### src/rtl/spikc_pkg.sv
package spikc_pkg;

    localparam logic [7:0] CMD_VERSION = 8'h03;
    localparam logic [7:0] CMD_BAUD    = 8'h04;
    localparam logic [7:0] CMD_NVWE    = 8'h09;
    localparam logic [7:0] CMD_RESET   = 8'h0A;
    localparam logic [7:0] CMD_RESYNC  = 8'h0F;
    localparam logic [7:0] KEY_RESET   = 8'hC4;
    localparam logic [7:0] KEY_NVWE    = 8'h42;
    localparam logic [7:0] SYNC_BYTE   = 8'h0F;
    localparam logic [7:0] RESP_OK     = 8'h00;
    localparam logic [7:0] RESP_BAD    = 8'hFF;

    typedef enum logic [2:0] {
        OP_VERSION,
        OP_BAUD,
        OP_NVWE,
        OP_RESET,
        OP_RESYNC,
        OP_UNKNOWN
    } op_e;

    typedef struct packed {
        logic [5:0] zero;
        logic       nv_wr_en;
        logic       cmd_err;
    } status_t;

    typedef struct packed {
        op_e        op;
        logic [7:0] data;
    } packet_t;

    function automatic op_e decode_op(input logic [7:0] code);
        case (code)
            CMD_VERSION: decode_op = OP_VERSION;
            CMD_BAUD:    decode_op = OP_BAUD;
            CMD_NVWE:    decode_op = OP_NVWE;
            CMD_RESET:   decode_op = OP_RESET;
            CMD_RESYNC:  decode_op = OP_RESYNC;
            default:     decode_op = OP_UNKNOWN;
        endcase
    endfunction

    function automatic logic [7:0] resp_for(input op_e op, input logic [7:0] version);
        case (op)
            OP_VERSION: resp_for = version;
            OP_UNKNOWN: resp_for = RESP_BAD;
            default:    resp_for = RESP_OK;
        endcase
    endfunction

endpackage

### src/rtl/spikc_sync.sv
module spikc_sync #(
    parameter int STAGES = 2
) (
    input  logic clk,
    input  logic rst,
    input  logic sclk_in,
    input  logic cs_n_in,
    input  logic mosi_in,
    output logic sclk_rise,
    output logic sclk_fall,
    output logic sel,
    output logic mosi_s
);
    localparam int DEPTH = STAGES + 1;

    logic [DEPTH-1:0] sclk_q;
    logic [STAGES-1:0] cs_q;
    logic [STAGES-1:0] mosi_q;

    always_ff @(posedge clk) begin
        if (rst) begin
            sclk_q <= '0;
            cs_q   <= '1;
            mosi_q <= '0;
        end else begin
            sclk_q <= {sclk_q[DEPTH-2:0], sclk_in};
            cs_q   <= {cs_q[STAGES-2:0], cs_n_in};
            mosi_q <= {mosi_q[STAGES-2:0], mosi_in};
        end
    end

    assign sclk_rise = sclk_q[DEPTH-2] & ~sclk_q[DEPTH-1];
    assign sclk_fall = ~sclk_q[DEPTH-2] & sclk_q[DEPTH-1];
    assign sel       = ~cs_q[STAGES-1];
    assign mosi_s    = mosi_q[STAGES-1];
endmodule

### src/rtl/spikc_shifter.sv
module spikc_shifter #(
    parameter int BW = 8
) (
    input  logic          clk,
    input  logic          rst,
    input  logic          sel,
    input  logic          sclk_rise,
    input  logic          sclk_fall,
    input  logic          mosi_s,
    input  logic [BW-1:0] load_byte,
    output logic          byte_done,
    output logic [BW-1:0] rx_byte,
    output logic          miso
);
    localparam int CW = $clog2(BW);
    localparam logic [CW-1:0] LAST = CW'(BW - 1);

    logic [CW-1:0] bit_cnt;
    logic [BW-1:0] rx_sh;
    logic [BW-1:0] tx_sh;

    always_ff @(posedge clk) begin
        if (rst || !sel) begin
            bit_cnt   <= '0;
            rx_sh     <= '0;
            byte_done <= 1'b0;
            tx_sh     <= load_byte;
            if (rst) rx_byte <= '0;
        end else begin
            byte_done <= 1'b0;
            if (sclk_rise) begin
                rx_sh <= {rx_sh[BW-2:0], mosi_s};
                if (bit_cnt == LAST) begin
                    bit_cnt   <= '0;
                    byte_done <= 1'b1;
                    rx_byte   <= {rx_sh[BW-2:0], mosi_s};
                end else begin
                    bit_cnt <= bit_cnt + 1'b1;
                end
            end
            if (sclk_fall) begin
                if (bit_cnt == '0) tx_sh <= load_byte;
                else               tx_sh <= {tx_sh[BW-2:0], 1'b0};
            end
        end
    end

    assign miso = sel & tx_sh[BW-1];
endmodule

### src/rtl/spikc_engine.sv
module spikc_engine
    import spikc_pkg::*;
#(
    parameter logic [7:0] VERSION    = 8'h12,
    parameter logic [7:0] BAUD_INIT  = 8'd11,
    parameter int         RST_CYCLES = 16
) (
    input  logic       clk,
    input  logic       rst,
    input  logic       sel,
    input  logic       byte_done,
    input  logic [7:0] rx_byte,
    output logic [7:0] load_byte,
    output logic       sys_reset_req,
    output logic [7:0] baud_div,
    output logic       nvm_wr_en
);
    localparam int RCW = $clog2(RST_CYCLES + 1);
    localparam logic [RCW-1:0] RST_LOAD = RCW'(RST_CYCLES);

    logic [1:0]     idx;
    logic [1:0]     hist_cnt;
    logic [7:0]     hist0, hist1;
    packet_t        pkt_q;
    logic [7:0]     resp_q;
    logic           err_q;
    logic [RCW-1:0] rst_cnt;
    status_t        status;
    logic           realign;

    assign realign = (rx_byte == SYNC_BYTE) && (hist0 == SYNC_BYTE) &&
                     (hist1 == SYNC_BYTE) && (hist_cnt == 2'd2);

    always_ff @(posedge clk) begin
        if (rst) begin
            idx       <= '0;
            hist_cnt  <= '0;
            hist0     <= '0;
            hist1     <= '0;
            pkt_q     <= '{op: OP_UNKNOWN, data: 8'h00};
            resp_q    <= RESP_OK;
            err_q     <= 1'b0;
            rst_cnt   <= '0;
            baud_div  <= BAUD_INIT;
            nvm_wr_en <= 1'b0;
        end else begin
            if (rst_cnt != '0) rst_cnt <= rst_cnt - 1'b1;
            if (!sel) begin
                idx      <= '0;
                hist_cnt <= '0;
            end else if (byte_done) begin
                hist1 <= hist0;
                hist0 <= rx_byte;
                if (hist_cnt != 2'd2) hist_cnt <= hist_cnt + 1'b1;
                case (idx)
                    2'd0: begin
                        pkt_q.op <= decode_op(rx_byte);
                        idx      <= realign ? 2'd0 : 2'd1;
                    end
                    2'd1: begin
                        pkt_q.data <= rx_byte;
                        resp_q     <= resp_for(pkt_q.op, VERSION);
                        idx        <= realign ? 2'd0 : 2'd2;
                    end
                    default: begin
                        idx   <= 2'd0;
                        err_q <= (pkt_q.op == OP_UNKNOWN);
                        case (pkt_q.op)
                            OP_BAUD: baud_div  <= pkt_q.data;
                            OP_NVWE: nvm_wr_en <= (pkt_q.data == KEY_NVWE);
                            OP_RESET: begin
                                if (pkt_q.data == KEY_RESET) begin
                                    rst_cnt   <= RST_LOAD;
                                    nvm_wr_en <= 1'b0;
                                end
                            end
                            default: ;
                        endcase
                    end
                endcase
            end
        end
    end

    always_comb begin
        status          = '0;
        status.cmd_err  = err_q;
        status.nv_wr_en = nvm_wr_en;
        case (idx)
            2'd0:    load_byte = status;
            2'd2:    load_byte = resp_q;
            default: load_byte = 8'h00;
        endcase
    end

    assign sys_reset_req = (rst_cnt != '0);
endmodule

### src/rtl/spi_keyed_cmd_slave.sv
module spi_keyed_cmd_slave
    import spikc_pkg::*;
#(
    parameter logic [7:0] VERSION    = 8'h12,
    parameter logic [7:0] BAUD_INIT  = 8'd11,
    parameter int         RST_CYCLES = 16,
    parameter int         SYNC_STAGES = 2
) (
    input  logic       clk,
    input  logic       rst,
    input  logic       spi_sclk,
    input  logic       spi_cs_n,
    input  logic       spi_mosi,
    output logic       spi_miso,
    output logic       sys_reset_req,
    output logic [7:0] baud_div,
    output logic       nvm_wr_en
);
    logic       sclk_rise, sclk_fall, sel, mosi_s;
    logic       byte_done;
    logic [7:0] rx_byte, load_byte;

    spikc_sync #(.STAGES(SYNC_STAGES)) sync_i (
        .clk(clk), .rst(rst),
        .sclk_in(spi_sclk), .cs_n_in(spi_cs_n), .mosi_in(spi_mosi),
        .sclk_rise(sclk_rise), .sclk_fall(sclk_fall),
        .sel(sel), .mosi_s(mosi_s)
    );

    spikc_shifter #(.BW(8)) shift_i (
        .clk(clk), .rst(rst), .sel(sel),
        .sclk_rise(sclk_rise), .sclk_fall(sclk_fall), .mosi_s(mosi_s),
        .load_byte(load_byte), .byte_done(byte_done),
        .rx_byte(rx_byte), .miso(spi_miso)
    );

    spikc_engine #(
        .VERSION(VERSION), .BAUD_INIT(BAUD_INIT), .RST_CYCLES(RST_CYCLES)
    ) eng_i (
        .clk(clk), .rst(rst), .sel(sel),
        .byte_done(byte_done), .rx_byte(rx_byte), .load_byte(load_byte),
        .sys_reset_req(sys_reset_req), .baud_div(baud_div), .nvm_wr_en(nvm_wr_en)
    );
endmodule

### config.mk
export PLATFORM = sky130hd
export DESIGN_NAME = spi_keyed_cmd_slave
export DESIGN_NICKNAME = d
export VERILOG_FILES = /design/src/rtl/spikc_pkg.sv /design/src/rtl/spikc_sync.sv /design/src/rtl/spikc_shifter.sv /design/src/rtl/spikc_engine.sv /design/src/rtl/spi_keyed_cmd_slave.sv
export SDC_FILE = /design/constraint.sdc
export NUM_CORES = 1
export LEC_CHECK = 0
export BUFFER_PORTS_ARGS = -buffer_cell sky130_fd_sc_hd__buf_4
export CAP_MARGIN = 20
export CELL_PAD_IN_SITES_DETAIL_PLACEMENT = 1
export CELL_PAD_IN_SITES_GLOBAL_PLACEMENT = 2
export CORE_ASPECT_RATIO = 1.25
export CORE_MARGIN = 2
export CORE_UTILIZATION = 42
export DETAILED_ROUTE_END_ITERATION = 12
export PLACE_DENSITY_LB_ADDON = 0.1
export SLEW_MARGIN = 20
export SYNTH_ARGS = -nofsm -noshare
export SYNTH_HDL_FRONTEND = slang
export SYNTH_SLANG_ARGS = --single-unit
### constraint.sdc
create_clock -name clk -period 3.34 [get_ports clk]
set_input_delay 0.835 -clock clk [delete_from_list [all_inputs] [get_ports clk]]
set_output_delay 0.835 -clock clk [all_outputs]
set_load 0.005 [all_outputs]
==> impl_metrics.env <==
export IMPL_dr_pass1_iters=4
export IMPL_criticalPathCategory="reg2out"
export IMPL_place_area_sq_um=3570
export IMPL_synthArstFlopShare_pct=0
export IMPL_fp_dieW_um=84.9
export IMPL_yosysMostFrequentCell="nand2_1"
export IMPL_place_congestion=0.735
export IMPL_stdcell_area_sq_um=3790
export IMPL_area_growth_syn_to_layout_pct=10.5
export IMPL_yosys_warnings=0
export IMPL_hold_class="reg2reg"
export IMPL_synthTopCellsByCount="nand2_1, dfxtp_1, a21oi_1, nor2_1, edfxtp_1"
export IMPL_yosysTopAreaCell="dfxtp_1"
export IMPL_die_y_um=105
export IMPL_crit_arrival_ps=1700
export IMPL_end_kind="primary output"
export IMPL_antenna_found_initial=0
export IMPL_period_needed_ps=2540
export IMPL_clock_path_buffers=2
export IMPL_grt_pass1_vias=2369
export IMPL_dieArea_sq_um=8920
export IMPL_syn_inst=364
export IMPL_final_fill_count=922
export IMPL_setup_violations=0
export IMPL_synth_cell_area_sq_um=3430
export IMPL_yosysSeqAreaShare_pct=52.5
export IMPL_cts_hold_buf=0
export IMPL_grt_usage_pct=16.7
export IMPL_grt_overflow=0
export IMPL_outcome="completed"
export IMPL_numCtsBuffers=9
export IMPL_routed_wl_um=6980
export IMPL_diodes=0
export IMPL_start_util_pct=43.6
export IMPL_grt_pass1_wl_um=11800
export IMPL_port_buffers=15
export IMPL_critPathRequiredTime_ps=2500
export IMPL_setup_tns_ps=0
export IMPL_drive_gt1_share_pct=13.1
export IMPL_cts_tree="done"
export IMPL_rows=36
export IMPL_synth_edf_count=16
export IMPL_powerDensity_nw_per_um2=535
export IMPL_holdWs_ps=414
export IMPL_design_core_area_sq_um=7880
export IMPL_ir_drop_uv=386
export IMPL_slew_violations=0
export IMPL_hold_violations=0
export IMPL_fmax_mhz=394
export IMPL_cp_max_fo=4
export IMPL_via_per_inst=5.15
export IMPL_maxSlewHeadroom_pct=48.7
export IMPL_wl_per_cell_um=14.9
export IMPL_ant_nets=0
export IMPL_htreeDepth=3
export IMPL_cts_root_buffer="clkbuf_8"
export IMPL_synth_area_per_cell_sq_um=9.43
export IMPL_cts_setup_buffers=0
export IMPL_fin_crit_sh_pct=76.0
export IMPL_power_leakage_uw=0.00138
export IMPL_cp_start_kind="flop"
export IMPL_drtIter0Drc=84
export IMPL_num_vias=2417
export IMPL_synth_ff_type="dfxtp_1"
export IMPL_synth_top_area_share_pct=38.5
export IMPL_boundaryPins=16
export IMPL_worst_slew_pin_slew_ps=769
export IMPL_clkSinkCount=82
export IMPL_drc=0
export IMPL_clock_latency_ps=360
export IMPL_path_clk_slew_ps=80
export IMPL_syn_nets=374
export IMPL_grt_max_degree=45
export IMPL_post_dp_hpwl_um=4880
export IMPL_finClkSkew_ps=9.71
export IMPL_rsz0062_at_grt="false"
export IMPL_ctsResizeCount=0
export IMPL_synth_seq_cells=82
export IMPL_synthTopCellsByArea="dfxtp_1, edfxtp_1, nand2_1"
export IMPL_fin_nets=379
export IMPL_drv_cap=0
export IMPL_synth_cell_types=54
[sequential cells by signal (all words and copies together) (netlist names), 5 cells and up]
signal,flops
shift_i.rx_sh,7
eng_i.hist1,8
shift_i.rx_byte,8
eng_i.hist0,8
shift_i.tx_sh,8
eng_i.baud_div,8
eng_i.pkt_q,11
eng_i.rst_cnt,5
[metrics by stage]
stage          instances  power [uW]  utilization [%]  setup WS, ps
2_1_floorplan        364        1190                -          1370
3_3_place_gp         453        1230             45.2          1060
3_5_place_dp         453        1240             45.2           911
4_1_cts              469        2050             48.1           765
5_1_grt              469        2120             48.1           664
6_report             469        2030             48.1           802
[critical path, cell delays in order (launching register included)]
cell,delay (ps)
dfxtp_1,320
inv_1,80
ha_1,190
or3b_1,410
nor2_4,160
inv_2,60
buf_4,130
[per-layer routing]
layer	track usage [%]	share of wire, %	routed length (um)
met1	22.5	49	3400
met2	25.8	47	3310
met3	3.79	2.3	161
met4	6.80	1.5	102
met5	0	0	0
[cell families after synthesis]
| kind of cell | count (synthesis) | share of synthesized area [%] |
|---|---|---|
| buffers and inverters | 37 | 4.96 |
| adders and majority gates | 5 | 1.82 |
| xor gates and xnor gates | 8 | 2.04 |
| DFF | 82 | 52.5 |
| and+or+nand+nor | 163 | 25.3 |
| AOI/OAI and AO/OA | 59 | 10.4 |
| muxes | 10 | 2.95 |
[where the power goes]
group	switching (uW)	total [uW]	internal (uW)
Sequential	21.0	1050	1030
Clock	354	817	463
Combinational	84.9	158	73.4
Total	460	2030	1570
[final cells by class]
class                   count  area (sq um)  share of cell area (%)
multi-input cells         245          1460                    38.5
well taps                  95           119                    3.13
inverters                  13          48.8                    1.29
repair buffers             18           135                    3.56
clock inverters             5          75.1                    1.98
clock buffers              11           153                    4.02
flip-flops and latches     82          1800                    47.5
[cell usage in the layout, fill, tap and decap left out, types with 3 or more instances in the layout]
cell      instances
xnor2_1           5
xor2_1            3
mux2i_1           9
dfxtp_1          66
and3b_1           3
edfxtp_1         16
nand4_1           4
nand2b_1          4
nor2b_1           9
inv_1            10
nand2_1          74
nor2_1           21
nand3_1           4
a21oi_1          39
nor3_1            9
and2_1            8
inv_2             3
ha_1              5
a211o_1           3
clkbuf_8          9
nand3b_1          3
buf_4            18
clkinv_2          3
a21o_1            5
[worst paths after layout]
path	startpoint	slack, ps	depth (start not counted)	to
setup / recovery	eng_i.rst_cnt[0]	800	6	sys_reset_req
hold / removal	sync_i.cs_q[0]	410	1	sync_i.cs_q[1]
setup reg to reg	shift_i.byte_done	1510	4	eng_i.pkt_q[5]
hold reg to reg	sync_i.cs_q[0]	410	1	sync_i.cs_q[1]
(Power assumes the default switching activity.)
